`config.mk`:
```
export PLATFORM = sky130hd
export DESIGN_NAME = seq8_ctrl
export DESIGN_NICKNAME = d
export VERILOG_FILES = /design/src/rtl/seq8_pkg.sv /design/src/rtl/seq8_steps.sv /design/src/rtl/seq8_decoder.sv /design/src/rtl/seq8_jump_mux.sv /design/src/rtl/seq8_ctrl_out.sv /design/src/rtl/seq8_ctrl.sv
export SDC_FILE = /design/constraint.sdc
export NUM_CORES = 1
export LEC_CHECK = 0
export BUFFER_PORTS_ARGS = -buffer_cell sky130_fd_sc_hd__buf_2
export CAP_MARGIN = 20
export CORE_MARGIN = 2
export CORE_UTILIZATION = 30
export DETAILED_ROUTE_END_ITERATION = 12
export SLEW_MARGIN = 30
export SYNTH_ARGS = -nofsm -noshare
export SYNTH_HDL_FRONTEND = slang
export SYNTH_SLANG_ARGS = --single-unit
```
`constraint.sdc`:
```
create_clock -name clk -period 3.9 [get_ports clk]
set_clock_uncertainty 0.05 [all_clocks]
set_input_delay 0.78 -clock clk [delete_from_list [all_inputs] [get_ports clk]]
set_output_delay 0.78 -clock clk [all_outputs]
set_load 0.02 [all_outputs]
```
`src/rtl/seq8_pkg.sv`:
```
package seq8_pkg;

    localparam int WORD_W    = 8;
    localparam int STEP_W    = 3;
    localparam int NUM_LINES = 11;
    localparam int ALU_W     = 5;

    // instruction line indices
    localparam int LN_NOP = 0;
    localparam int LN_STA = 1;
    localparam int LN_LDA = 2;
    localparam int LN_ADD = 3;
    localparam int LN_OR  = 4;
    localparam int LN_AND = 5;
    localparam int LN_NOT = 6;
    localparam int LN_JMP = 7;
    localparam int LN_JN  = 8;
    localparam int LN_JZ  = 9;
    localparam int LN_HLT = 10;

    // ALU select bits
    localparam int ALU_PASS = 0;
    localparam int ALU_ADD  = 1;
    localparam int ALU_OR   = 2;
    localparam int ALU_AND  = 3;
    localparam int ALU_NOT  = 4;

    // PC update bits and MAR source bits
    localparam int PCS_INC  = 0;
    localparam int PCS_LOAD = 1;
    localparam int MS_PC    = 0;
    localparam int MS_BUS   = 1;

    typedef enum logic [3:0] {
        OP_NOP = 4'h0,
        OP_STA = 4'h1,
        OP_LDA = 4'h2,
        OP_ADD = 4'h3,
        OP_OR  = 4'h4,
        OP_AND = 4'h5,
        OP_NOT = 4'h6,
        OP_JMP = 4'h8,
        OP_JN  = 4'h9,
        OP_JZ  = 4'hA,
        OP_HLT = 4'hF
    } opcode_e;

    typedef enum logic [3:0] {
        ST_FETCH_ADDR  = 4'd0,
        ST_FETCH_READ  = 4'd1,
        ST_FETCH_LATCH = 4'd2,
        ST_EXEC_3      = 4'd3,
        ST_EXEC_4      = 4'd4,
        ST_EXEC_5      = 4'd5,
        ST_EXEC_6      = 4'd6,
        ST_EXEC_7      = 4'd7,
        ST_HALTED      = 4'd8
    } step_state_e;

endpackage

```
`src/rtl/seq8_steps.sv`:
```
module seq8_steps
    import seq8_pkg::*;
(
    input  logic              clk,
    input  logic              rst_n,
    input  logic              halt_req,
    output step_state_e       state,
    output logic [STEP_W-1:0] step_q,
    output logic              halted
);

    step_state_e state_nx;

    always_ff @(posedge clk) begin
        if (!rst_n) state <= ST_FETCH_ADDR;
        else        state <= state_nx;
    end

    always_comb begin
        state_nx = state;
        unique case (state)
            ST_FETCH_ADDR:  state_nx = ST_FETCH_READ;
            ST_FETCH_READ:  state_nx = ST_FETCH_LATCH;
            ST_FETCH_LATCH: state_nx = ST_EXEC_3;
            ST_EXEC_3:      state_nx = halt_req ? ST_HALTED : ST_EXEC_4;
            ST_EXEC_4:      state_nx = ST_EXEC_5;
            ST_EXEC_5:      state_nx = ST_EXEC_6;
            ST_EXEC_6:      state_nx = ST_EXEC_7;
            ST_EXEC_7:      state_nx = ST_FETCH_ADDR;
            ST_HALTED:      state_nx = ST_HALTED;
            default:        state_nx = ST_FETCH_ADDR;
        endcase
    end

    always_comb begin
        halted = 1'b0;
        step_q = '0;
        unique case (state)
            ST_HALTED: begin
                halted = 1'b1;
                step_q = STEP_W'(3);
            end
            default: step_q = state[STEP_W-1:0];
        endcase
    end

    a_r1_step_advance: assert property (@(posedge clk) disable iff (!rst_n)
        (!halted && !halt_req) |=> (step_q == STEP_W'($past(step_q) + 1'b1)));

    a_r8_halt_hold: assert property (@(posedge clk) disable iff (!rst_n)
        halted |=> (halted && $stable(step_q)));

endmodule

```
`src/rtl/seq8_decoder.sv`:
```
module seq8_decoder
    import seq8_pkg::*;
(
    input  logic [3:0]           op_nib,
    output logic [NUM_LINES-1:0] lines
);

    always_comb begin
        lines = '0;
        case (op_nib)
            OP_STA:  lines[LN_STA] = 1'b1;
            OP_LDA:  lines[LN_LDA] = 1'b1;
            OP_ADD:  lines[LN_ADD] = 1'b1;
            OP_OR:   lines[LN_OR]  = 1'b1;
            OP_AND:  lines[LN_AND] = 1'b1;
            OP_NOT:  lines[LN_NOT] = 1'b1;
            OP_JMP:  lines[LN_JMP] = 1'b1;
            OP_JN:   lines[LN_JN]  = 1'b1;
            OP_JZ:   lines[LN_JZ]  = 1'b1;
            OP_HLT:  lines[LN_HLT] = 1'b1;
            default: lines[LN_NOP] = 1'b1;
        endcase
    end

endmodule

```
`src/rtl/seq8_jump_mux.sv`:
```
module seq8_jump_mux
    import seq8_pkg::*;
(
    input  logic [NUM_LINES-1:0] lines_in,
    input  logic                 flag_n,
    input  logic                 flag_z,
    output logic [NUM_LINES-1:0] lines_out
);

    logic take;
    assign take = (lines_in[LN_JN] & flag_n) | (lines_in[LN_JZ] & flag_z);

    // A taken conditional becomes the jump line; a refused one keeps its own
    // line, which the control stage reads as "skip the address byte".
    for (genvar g = 0; g < NUM_LINES; g++) begin : g_line
        if (g == LN_JMP) begin : g_jmp
            assign lines_out[g] = lines_in[g] | take;
        end else if (g == LN_JN || g == LN_JZ) begin : g_cond
            assign lines_out[g] = lines_in[g] & ~take;
        end else begin : g_pass
            assign lines_out[g] = lines_in[g];
        end
    end

endmodule

```
`src/rtl/seq8_ctrl_out.sv`:
```
module seq8_ctrl_out
    import seq8_pkg::*;
(
    input  logic                 clk,
    input  logic                 rst_n,
    input  step_state_e          state,
    input  logic [NUM_LINES-1:0] lines,
    output logic                 mar_load,
    output logic [1:0]           mar_src,
    output logic                 mem_rd,
    output logic                 mem_wr,
    output logic                 mdr_load,
    output logic                 ir_load,
    output logic                 acc_load,
    output logic [ALU_W-1:0]     alu_sel,
    output logic [1:0]           pc_sel
);

    logic is_store, is_read_op, is_mem_op, is_go, is_skip;

    assign is_store   = lines[LN_STA];
    assign is_read_op = lines[LN_LDA] | lines[LN_ADD] | lines[LN_OR] | lines[LN_AND];
    assign is_mem_op  = is_store | is_read_op;
    assign is_go      = lines[LN_JMP];
    assign is_skip    = lines[LN_JN] | lines[LN_JZ];

    always_comb begin
        mar_load = 1'b0;
        mar_src  = '0;
        mem_rd   = 1'b0;
        mem_wr   = 1'b0;
        mdr_load = 1'b0;
        ir_load  = 1'b0;
        acc_load = 1'b0;
        alu_sel  = '0;
        pc_sel   = '0;
        unique case (state)
            ST_FETCH_ADDR: begin
                mar_load       = 1'b1;
                mar_src[MS_PC] = 1'b1;
            end
            ST_FETCH_READ: begin
                mem_rd          = 1'b1;
                mdr_load        = 1'b1;
                pc_sel[PCS_INC] = 1'b1;
            end
            ST_FETCH_LATCH: begin
                mem_rd  = 1'b1;
                ir_load = 1'b1;
            end
            ST_EXEC_3: begin
                if (is_mem_op || is_go) begin
                    mar_load       = 1'b1;
                    mar_src[MS_PC] = 1'b1;
                end else if (is_skip) begin
                    pc_sel[PCS_INC] = 1'b1;
                end else if (lines[LN_NOT]) begin
                    acc_load         = 1'b1;
                    alu_sel[ALU_NOT] = 1'b1;
                end
            end
            ST_EXEC_4: begin
                if (is_mem_op || is_go) begin
                    mem_rd   = 1'b1;
                    mdr_load = 1'b1;
                end
                if (is_mem_op) pc_sel[PCS_INC] = 1'b1;
            end
            ST_EXEC_5: begin
                if (is_mem_op) begin
                    mem_rd          = 1'b1;
                    mar_load        = 1'b1;
                    mar_src[MS_BUS] = 1'b1;
                end else if (is_go) begin
                    mem_rd           = 1'b1;
                    pc_sel[PCS_LOAD] = 1'b1;
                end
            end
            ST_EXEC_6: begin
                if (is_store) begin
                    mem_wr = 1'b1;
                end else if (is_read_op) begin
                    mem_rd   = 1'b1;
                    mdr_load = 1'b1;
                end
            end
            ST_EXEC_7: begin
                if (is_read_op) begin
                    mem_rd   = 1'b1;
                    acc_load = 1'b1;
                    alu_sel[ALU_PASS] = lines[LN_LDA];
                    alu_sel[ALU_ADD]  = lines[LN_ADD];
                    alu_sel[ALU_OR]   = lines[LN_OR];
                    alu_sel[ALU_AND]  = lines[LN_AND];
                end
            end
            ST_HALTED: ;
            default: ;
        endcase
    end

    a_r3_one_line: assert property (@(posedge clk) disable iff (!rst_n)
        (state != ST_FETCH_ADDR) |-> $onehot(lines));

    a_r4_rd_wr_excl: assert property (@(posedge clk) disable iff (!rst_n)
        !(mem_rd && mem_wr));

    a_r10_alu_gated: assert property (@(posedge clk) disable iff (!rst_n)
        $onehot0(alu_sel) && ((alu_sel != '0) -> acc_load) && (acc_load -> $onehot(alu_sel)));

endmodule

```
`src/rtl/seq8_ctrl.sv`:
```
module seq8_ctrl
    import seq8_pkg::*;
(
    input  logic                 clk,
    input  logic                 rst_n,
    input  logic [WORD_W-1:0]    bus_in,
    input  logic                 flag_n,
    input  logic                 flag_z,
    output logic [WORD_W-1:0]    pc_q,
    output logic [WORD_W-1:0]    ir_q,
    output logic [STEP_W-1:0]    step_q,
    output logic                 halted,
    output logic                 mar_load,
    output logic [1:0]           mar_src,
    output logic                 mem_rd,
    output logic                 mem_wr,
    output logic                 mdr_load,
    output logic                 ir_load,
    output logic                 acc_load,
    output logic [ALU_W-1:0]     alu_sel,
    output logic [1:0]           pc_sel
);

    step_state_e          state;
    logic [NUM_LINES-1:0] raw_lines;
    logic [NUM_LINES-1:0] eff_lines;
    logic                 halt_req;

    assign halt_req = (state == ST_EXEC_3) && raw_lines[LN_HLT];

    seq8_steps u_steps (
        .clk      (clk),
        .rst_n    (rst_n),
        .halt_req (halt_req),
        .state    (state),
        .step_q   (step_q),
        .halted   (halted)
    );

    seq8_decoder u_dec (
        .op_nib (ir_q[WORD_W-1 -: 4]),
        .lines  (raw_lines)
    );

    seq8_jump_mux u_jmux (
        .lines_in  (raw_lines),
        .flag_n    (flag_n),
        .flag_z    (flag_z),
        .lines_out (eff_lines)
    );

    seq8_ctrl_out u_out (
        .clk      (clk),
        .rst_n    (rst_n),
        .state    (state),
        .lines    (eff_lines),
        .mar_load (mar_load),
        .mar_src  (mar_src),
        .mem_rd   (mem_rd),
        .mem_wr   (mem_wr),
        .mdr_load (mdr_load),
        .ir_load  (ir_load),
        .acc_load (acc_load),
        .alu_sel  (alu_sel),
        .pc_sel   (pc_sel)
    );

    always_ff @(posedge clk) begin
        if (!rst_n) begin
            pc_q <= '0;
        end else if (pc_sel[PCS_INC]) begin
            pc_q <= pc_q + 1'b1;
        end else if (pc_sel[PCS_LOAD]) begin
            pc_q <= bus_in;
        end
    end

    always_ff @(posedge clk) begin
        if (!rst_n)       ir_q <= '0;
        else if (ir_load) ir_q <= bus_in;
    end

    a_r7_pc_onehot: assert property (@(posedge clk) disable iff (!rst_n)
        $onehot0(pc_sel));

    a_r7_pc_hold: assert property (@(posedge clk) disable iff (!rst_n)
        (pc_sel == '0) |=> $stable(pc_q));

    a_r5_pc_load: assert property (@(posedge clk) disable iff (!rst_n)
        pc_sel[PCS_LOAD] |=> (pc_q == $past(bus_in)));

    a_r2_fetch_mar: assert property (@(posedge clk) disable iff (!rst_n)
        (step_q == '0 && !halted) |-> (mar_load && mar_src[MS_PC]));

    a_r8_pc_frozen: assert property (@(posedge clk) disable iff (!rst_n)
        halted |=> $stable(pc_q));

endmodule

```
==> results of run 1 <==
[worst max path at each step]
stage,from,endpoint,slack [ns],cells past startpoint
floorplan,ir_q[7],mdr_load,1.07,5
global placement,flag_n,pc_sel[0],0.94,5
detailed placement,flag_n,pc_sel[0],0.94,5
CTS,flag_n,pc_sel[0],0.95,5
global route,ir_q[7],mdr_load,0.76,5
finish,flag_n,pc_sel[0],0.96,5
[per-layer routing]
metal | up-vias | track usage, % | part of all wire (%)
met5 | - | 0 | 0
met2 | 36 | 21.9 | 47
met4 | 0 | 3.77 | 0.50
li1 | 715 | - | -
met1 | 635 | 17.8 | 47
met3 | 2 | 2.50 | 5.6
[cell type report]
| cell class | instances | area, µm² |
|---|---|---|
| inverter | 7 | 26.3 |
| timing repair buffer | 47 | 238 |
| multi-input combinational | 136 | 830 |
| fill | 480 | 2810 |
| clock buffer | 3 | 41.3 |
| sequential | 20 | 400 |
| tap | 52 | 65.1 |
[worst max-delay path, stage by stage]
cell       delay, ns
buf_2           0.11
or3b_4          0.37
a2111oi_4       0.36
a311o_4         0.28
buf_2           0.21
[cell families (layout without fill, tap and decap cells)]
logic type      after synthesis  after routing  synth area share [%]
flops                        20             20                  28.9
xor+xnor                      1              1                 0.632
buf+inv                      22             57                  11.2
compound gates               44             44                  23.3
mux                           1              1                 0.813
simple gates                 89             89                  34.2
fa+ha+maj                     1              1                 0.903
[cells in the final DEF (no fill, tap or decap), drive strengths merged, types with 2 or more instances in the layout]
| cell | synthesis | layout |
|---|---|---|
| clkbuf | 7 | 3 |
| nand2b | 8 | 8 |
| nor3 | 11 | 11 |
| nor3b | 3 | 3 |
| or4 | 2 | 2 |
| or3 | 2 | 2 |
| a31oi | 3 | 3 |
| dfxtp | 20 | 20 |
| or2b | 2 | 2 |
| nor4 | 4 | 4 |
| a21oi | 15 | 15 |
| o21ai | 8 | 8 |
| or2 | 4 | 4 |
| nand2 | 27 | 27 |
| inv | 6 | 6 |
| or3b | 2 | 2 |
| nand3 | 9 | 9 |
| and3 | 3 | 3 |
| o311ai | 6 | 6 |
| nor2 | 9 | 9 |
| buf | 8 | 47 |
[metrics by stage]
stage | util (%) | instances | area, µm² | hold WS (ns) | power, mW
5_1_grt | 36.3 | 265 | 1600 | 0.435 | 0.489
3_5_place_dp | 35.3 | 262 | 1560 | 0.397 | 0.333
4_1_cts | 36.3 | 265 | 1600 | 0.408 | 0.467
2_1_floorplan | - | 178 | 1390 | 0.437 | 0.310
3_3_place_gp | 35.3 | 262 | 1560 | 0.392 | 0.333
6_report | 36.3 | 265 | 1600 | 0.410 | 0.462
[registers in the layout (all words and copies together) (netlist names)]
name / count
u_steps.state: 4
pc_q: 8
ir_q: 8
[power by group through the flow]
stage	combinational [mW]	sequential (mW)	clock [mW]
after floorplan	0.0808	0.229	0
after global placement	0.103	0.230	0
after detailed placement	0.103	0.230	0
after CTS	0.103	0.226	0.138
after global routing	0.113	0.228	0.147
final	0.103	0.226	0.133
==> impl_metrics.env, run 1 <==
export IMPL_die_w_um=71.9
export IMPL_worstHoldEndpoint="ir_q[0]"
export IMPL_power_frac_seq_pct=48.9
export IMPL_required_ns=3.07
export IMPL_crit_path_start_kind="input pin"
export IMPL_diodes=0
export IMPL_cts_made_buffers=3
export IMPL_dp_hpwl_um=2550
export IMPL_max_freq_ghz=0.340
export IMPL_ys_seq_area_share_pct=28.9
export IMPL_drc=0
export IMPL_dp_slack_ns=0.938
export IMPL_avgSynthCellArea_um2=7.78
export IMPL_min_path_type="reg -> reg"
export IMPL_cts_htree_levels=1
export IMPL_endpoint_kind="output pin"
export IMPL_drt_total_wl_um=3410
export IMPL_tightest_slew_ns=0.468
export IMPL_grt_pass1_wl_um=5600
export IMPL_rows=24
export IMPL_switchingPower_mw=0.142
export IMPL_postCtsHoldBufs=0
export IMPL_synth_cells=178
export IMPL_grt_pass1_vias=1219
export IMPL_synthDistinctLibCells=47
export IMPL_hp_start="ir_q[0]"
export IMPL_intPower_mw=0.320
export IMPL_overflow=0
export IMPL_insertion_delay_ns=0.25
export IMPL_rrSetupSlack_ns=1.74
export IMPL_drv_cap=0
export IMPL_syn_nets=191
export IMPL_leakagePower_nw=0.690
export IMPL_die_area_um2=5180
export IMPL_power_density_nw_per_um2=289
export IMPL_synth_seq_cells=20
export IMPL_ant_nets=0
export IMPL_cts_root_buffer="clkbuf_8"
export IMPL_yosysWarnings=0
export IMPL_ys_flop_type="dfxtp_1"
export IMPL_initial_core_util_pct=31.4
export IMPL_post_cts_resized=0
export IMPL_grt_start_max_net_pins=19
export IMPL_setup_violations=0
export IMPL_finalCritPeriodShare_pct=75.4
export IMPL_r2r_start="u_steps.state[2]"
export IMPL_clk_path_buf_depth=2
export IMPL_worstRegToRegCells=6
export IMPL_clkTransAtPathRegs_ns=0.07
export IMPL_antenna_found_initial=0
export IMPL_wire_per_inst_um=12.9
export IMPL_p_sw_share_pct=30.8
export IMPL_synth_commonest_cells="nand2_1, dfxtp_1, a21oi_1"
export IMPL_nets=228
export IMPL_holdPathStages=2
export IMPL_max_slew_margin_pct=68.7
export IMPL_p_clk_share_pct=28.8
export IMPL_path_class="in -> out"
export IMPL_drv_slew=0
export IMPL_port_buffers=46
export IMPL_reg2reg_to="pc_q[1]"
export IMPL_gp_congestion=0.798
export IMPL_critPathMaxFanout=18
export IMPL_setup_tns_ns=0
export IMPL_ys_async_sr_fraction_pct=0
export IMPL_synth_largest_area_cell="dfxtp_1"
export IMPL_vias=1388
export IMPL_hold_violations=0
export IMPL_core_area_um2=4410
export IMPL_synth_most_common_cell="nand2_1"
export IMPL_period_needed_ns=2.94
export IMPL_combinationalPowerShare_pct=22.3
export IMPL_area_growth_pct=15.5
export IMPL_worstPathArrival_ns=2.11
export IMPL_drive_gt1_share_pct=31.0
export IMPL_die_h_um=71.9
export IMPL_post_cts_buffers=0
export IMPL_yosysTopAreaCellShare_pct=28.9
export IMPL_ir_drop_uv=163
export IMPL_dr_pass1_iters=4
export IMPL_cts_tree="built"
export IMPL_pin_count=47
export IMPL_synth_area_leaders="dfxtp_1, nand2_1, a21oi_1"
export IMPL_drt_iter0_markers=101
export IMPL_syn_area_um2=1390
export IMPL_cts_sinks=20
export IMPL_status="completed"
export IMPL_fin_ws_ns=0.961
export IMPL_rsz0062_at_grt="no"
export IMPL_avgViaCountPerCell=5.24
export IMPL_grt_usage_pct=13.3
export IMPL_synth_edf_count=0
Note: power is estimated with default switching activity, not from simulation.
==> inputs of run 2 (changes only) <==
- clock period: 3.9 -> 2.6 ns (I/O delays scaled with it)
==> impl_metrics.env, run 2 (synthesis gave the netlist of run 1 again) <==
export IMPL_tightest_slew_ns=0.494
export IMPL_hp_start="ir_q[0]"
export IMPL_drive_gt1_share_pct=34.4
export IMPL_timing_hold_ws_ns=0.408
export IMPL_critPathMaxFanout=11
export IMPL_power_mw=0.739
export IMPL_final_cell_mix="buf_2, nand2_1, dfxtp_1"
export IMPL_cts_tree="built"
export IMPL_postCtsHoldBufs=0
export IMPL_top_regs="ir_q (8), pc_q (8), u_steps.state (4)"
export IMPL_dp_slack_ns=0.279
export IMPL_leakagePower_nw=0.720
export IMPL_max_slew_margin_pct=67.1
export IMPL_cts_root_buffer="clkbuf_8"
export IMPL_die_area_um2=5180
export IMPL_status="completed"
export IMPL_finalNonFillerCells=270
export IMPL_path_class="reg -> out"
export IMPL_crit_path_start_kind="register"
export IMPL_clk_path_buf_depth=2
export IMPL_drt_total_wl_um=3670
export IMPL_cpLargestDelayFamily="compound AO/OA/AOI/OAI gates"
export IMPL_endpoint_kind="output pin"
export IMPL_nets=232
export IMPL_cts_made_buffers=3
export IMPL_required_ns=2.03
export IMPL_ant_nets=0
export IMPL_ir_drop_uv=294
export IMPL_overflow=0
export IMPL_core_area_um2=4410
export IMPL_setup_tns_ns=0
export IMPL_rrSetupSlack_ns=0.51
export IMPL_finalCritPeriodShare_pct=95.5
export IMPL_diodes=0
export IMPL_slowest_stage="dfxtp_1"
export IMPL_stdcell_area_um2=1660
export IMPL_r2r_start="ir_q[4]"
export IMPL_die_h_um=71.9
export IMPL_cp_startpoint="ir_q[4]"
export IMPL_pin_count=47
export IMPL_drt_iter0_markers=40
export IMPL_min_path_type="reg -> reg"
export IMPL_drc=0
export IMPL_port_buffers=46
export IMPL_crit_buf_inv=1
export IMPL_layout_commonest_cell="buf_2"
export IMPL_cts_sinks=20
export IMPL_hold_violations=0
export IMPL_multi_input_area_um2=838
export IMPL_rows=24
export IMPL_num_fill_cells=473
export IMPL_antenna_found_initial=0
export IMPL_place_area_um2=1590
export IMPL_vias=1428
export IMPL_fin_ws_ns=0.118
export IMPL_max_freq_ghz=0.403
export IMPL_initial_core_util_pct=31.4
export IMPL_grt_usage_pct=13.9
export IMPL_dp_hpwl_um=2710
export IMPL_area_growth_pct=19.5
export IMPL_insertion_delay_ns=0.25
export IMPL_avgViaCountPerCell=5.29
export IMPL_grt_pass1_wl_um=5870
export IMPL_period_needed_ns=2.48
export IMPL_gp_congestion=0.754
export IMPL_clkTransAtPathRegs_ns=0.07
export IMPL_die_w_um=71.9
export IMPL_drv_slew=0
export IMPL_worstPathArrival_ns=1.91
export IMPL_register_area_um2=403
export IMPL_max_stage_delay_ns=0.52
export IMPL_timing_critical_path_cells="or3b_4, a2111oi_4, a311o_4, buf_2"
export IMPL_final_util_pct=37.5
export IMPL_grt_pass1_vias=1224
export IMPL_rsz0062_at_grt="no"
export IMPL_setup_violations=0
export IMPL_post_cts_buffers=0
export IMPL_cts_htree_levels=1
export IMPL_power_density_nw_per_um2=447
export IMPL_grt_start_max_net_pins=18
export IMPL_drv_cap=0
export IMPL_placed_cells=266
export IMPL_dr_pass1_iters=4
export IMPL_wire_per_inst_um=13.6
[run 2: cell types whose count changed in the layout (fill, tap and decap cells not counted), sizes merged]
cell	change
clkbuf	+1
buf	+4
[run 2: worst register-to-register path: cells and delay by family, from the launching register on]
| family | cells | cell delay (ns) |
|---|---|---|
| buffers and inverters | 1 | 0.21 |
| and+or+nand+nor | 2 | 0.51 |
| AOI/OAI and AO/OA | 3 | 0.71 |
| DFF | 1 | 0.52 |
[run 2: report_power, final]
part | total [mW] | internal [mW] | switching [mW]
sequential | 0.335 | 0.319 | 0.0163
clock | 0.236 | 0.135 | 0.101
combinational | 0.168 | 0.0634 | 0.105
[run 2: metal layers]
| layer | track usage, % | part of all wire [%] | vias to the layer above |
|---|---|---|---|
| li1 | - | - | 722 |
| met1 | 20.1 | 49 | 657 |
| met2 | 22.0 | 44 | 47 |
| met3 | 3.61 | 6.4 | 2 |
| met4 | 0.629 | 0.16 | 0 |
| met5 | 0 | 0 | - |
[run 2: final timing paths]
check	to	cells past startpoint
worst min register to register	ir_q[0]	2
worst max-delay path	pc_sel[0]	4
worst min-delay path	ir_q[0]	2
worst max register to register	pc_q[0]	6
[run 2: layout make-up]
cell class	instances	area share, %
Multi-Input combinational cell	136	50.6
Inverter	7	1.59
Tap cell	52	3.93
Sequential cell	20	24.3
Clock buffer	4	3.33
Timing Repair Buffer	51	16.2
[run 2: repair_timing]
action,CTS,global route
setup endpoints to repair,0,5
resized for setup,0,5
endpoints found under the hold margin,0,0
==> inputs of run 3 (changes only) <==
- CORE_UTILIZATION: 30 -> 40
- PLACE_DENSITY: unset -> 0.68
==> impl_metrics.env, run 3 (synthesis gave the netlist of run 1 again) <==
export IMPL_status="completed"
export IMPL_post_cts_buffers=0
export IMPL_slowest_stage="or2_2"
export IMPL_max_freq_ghz=0.406
export IMPL_avgViaCountPerCell=5.54
export IMPL_die_area_um2=3950
export IMPL_cpLargestDelayFamily="simple AND/OR/NAND/NOR gates"
export IMPL_wire_per_inst_um=13.1
export IMPL_path_class="reg -> out"
export IMPL_worstPathArrival_ns=1.89
export IMPL_cpMostUsedCell="or2_2"
export IMPL_diodes=0
export IMPL_core_area_um2=3340
export IMPL_finalCritPeriodShare_pct=94.8
export IMPL_power_density_nw_per_um2=459
export IMPL_clk_path_buf_depth=2
export IMPL_crit_path_start_kind="register"
export IMPL_cts_sinks=20
export IMPL_drv_slew=0
export IMPL_die_h_um=62.8
export IMPL_grt_pass1_wl_um=5920
export IMPL_tightest_slew_ns=0.474
export IMPL_top_regs="ir_q (8), pc_q (8), u_steps.state (4)"
export IMPL_timing_hold_ws_ns=0.397
export IMPL_area_growth_pct=20.3
export IMPL_max_slew_margin_pct=68.1
export IMPL_port_buffers=46
export IMPL_rsz0062_at_grt="no"
export IMPL_setup_violations=0
export IMPL_min_path_type="in -> reg"
export IMPL_max_stage_delay_ns=0.40
export IMPL_period_needed_ns=2.46
export IMPL_die_w_um=62.8
export IMPL_drt_iter0_markers=108
export IMPL_gp_congestion=0.852
export IMPL_final_cell_mix="buf_2, nand2_1, dfxtp_1"
export IMPL_required_ns=2.03
export IMPL_setup_tns_ns=0
export IMPL_ir_drop_uv=253
export IMPL_dr_pass1_iters=4
export IMPL_drive_gt1_share_pct=36.5
export IMPL_cts_made_buffers=3
export IMPL_crit_buf_inv=3
export IMPL_cts_htree_levels=1
export IMPL_vias=1469
export IMPL_insertion_delay_ns=0.31
export IMPL_grt_pass1_vias=1293
export IMPL_grt_usage_pct=18.1
export IMPL_ant_nets=0
export IMPL_timing_critical_path_cells="buf_4, or2_2, or2_2, clkinv_1, buf_2"
export IMPL_leakagePower_nw=0.727
export IMPL_critPathMaxFanout=10
export IMPL_initial_core_util_pct=41.5
export IMPL_overflow=0
export IMPL_antenna_found_initial=0
export IMPL_cts_tree="built"
export IMPL_clkTransAtPathRegs_ns=0.12
export IMPL_endpoint_kind="output pin"
export IMPL_drc=0
export IMPL_dp_hpwl_um=2560
export IMPL_grt_start_max_net_pins=18
export IMPL_hold_violations=0
export IMPL_drv_cap=0
export IMPL_rows=21
export IMPL_drt_total_wl_um=3460
export IMPL_pin_count=47
export IMPL_cts_root_buffer="clkbuf_4"
export IMPL_postCtsHoldBufs=0
export IMPL_layout_commonest_cell="buf_2"
export IMPL_nets=233
==> run 3: cell count changes in the layout (fill, tap and decap cells not counted), moves of 3 or more <==
cell	delta
clkbuf_4	+3
dfxtp_1	-3
clkbuf_8	-4
dfxtp_2	+3
==> run 3: where the power goes <==
| group | switching, mW | internal [mW] | leakage (nW) | total [mW] |
|---|---|---|---|---|
| Sequential | 0.0159 | 0.320 | 0.165 | 0.335 |
| Combinational | 0.104 | 0.0634 | 0.535 | 0.167 |
| Clock | 0.106 | 0.156 | 0.0279 | 0.262 |
| Total | 0.225 | 0.539 | 0.727 | 0.764 |
==> run 3: through the flow <==
step                      setup WS (ns)  std cells  instance area (µm²)  power (mW)  utilization, %
final                             0.136        265                 1670       0.764            49.9
after global routing             0.0165        265                 1670       0.796            49.9
after CTS                        0.0139        265                 1640       0.763            49.2
after detailed placement          0.259        261                 1590       0.505            47.6
after global placement            0.285        261                 1590       0.504            47.6
after floorplan                  0.0349        178                 1390       0.465               -
==> run 3: path summary, 6_finish.rpt <==
check | startpoint | endpoint | slack (ns) | depth (start not counted)
max | u_steps.state[2] | ir_load | 0.14 | 5
max reg2reg | ir_q[5] | pc_q[0] | 0.61 | 6
min reg2reg | ir_q[0] | ir_q[0] | 0.42 | 2
min | bus_in[4] | ir_q[4] | 0.40 | 3
==> run 3: cell type report <==
type	instances	area (µm²)
Timing Repair Buffer	52	275
Clock inverter	1	30.0
Clock buffer	3	22.5
Multi-Input combinational cell	136	848
Fill cell	345	1670
Sequential cell	20	407
Tap cell	46	57.6
Inverter	7	26.3
==> run 3: what timing repair did <==
item / in CTS / in global routing
endpoints found under the hold margin: 0 / 0
gates resized for setup: 0 / 10
endpoints found under the setup margin: 0 / 7
==> run 3: worst min-delay path, stage by stage <==
cell and delay [ns]:
buf_2 0.11, nand2_1 0.05, a21oi_1 0.05
==> run 3: layer usage <==
metal  part of all wire [%]  GRT usage (%)  up-vias
met5                      0              0        -
met4                    1.0           5.00        0
met3                    5.5           2.88        4
met2                     44           28.5       47
met1                     50           25.6      691
li1                       -              -      727
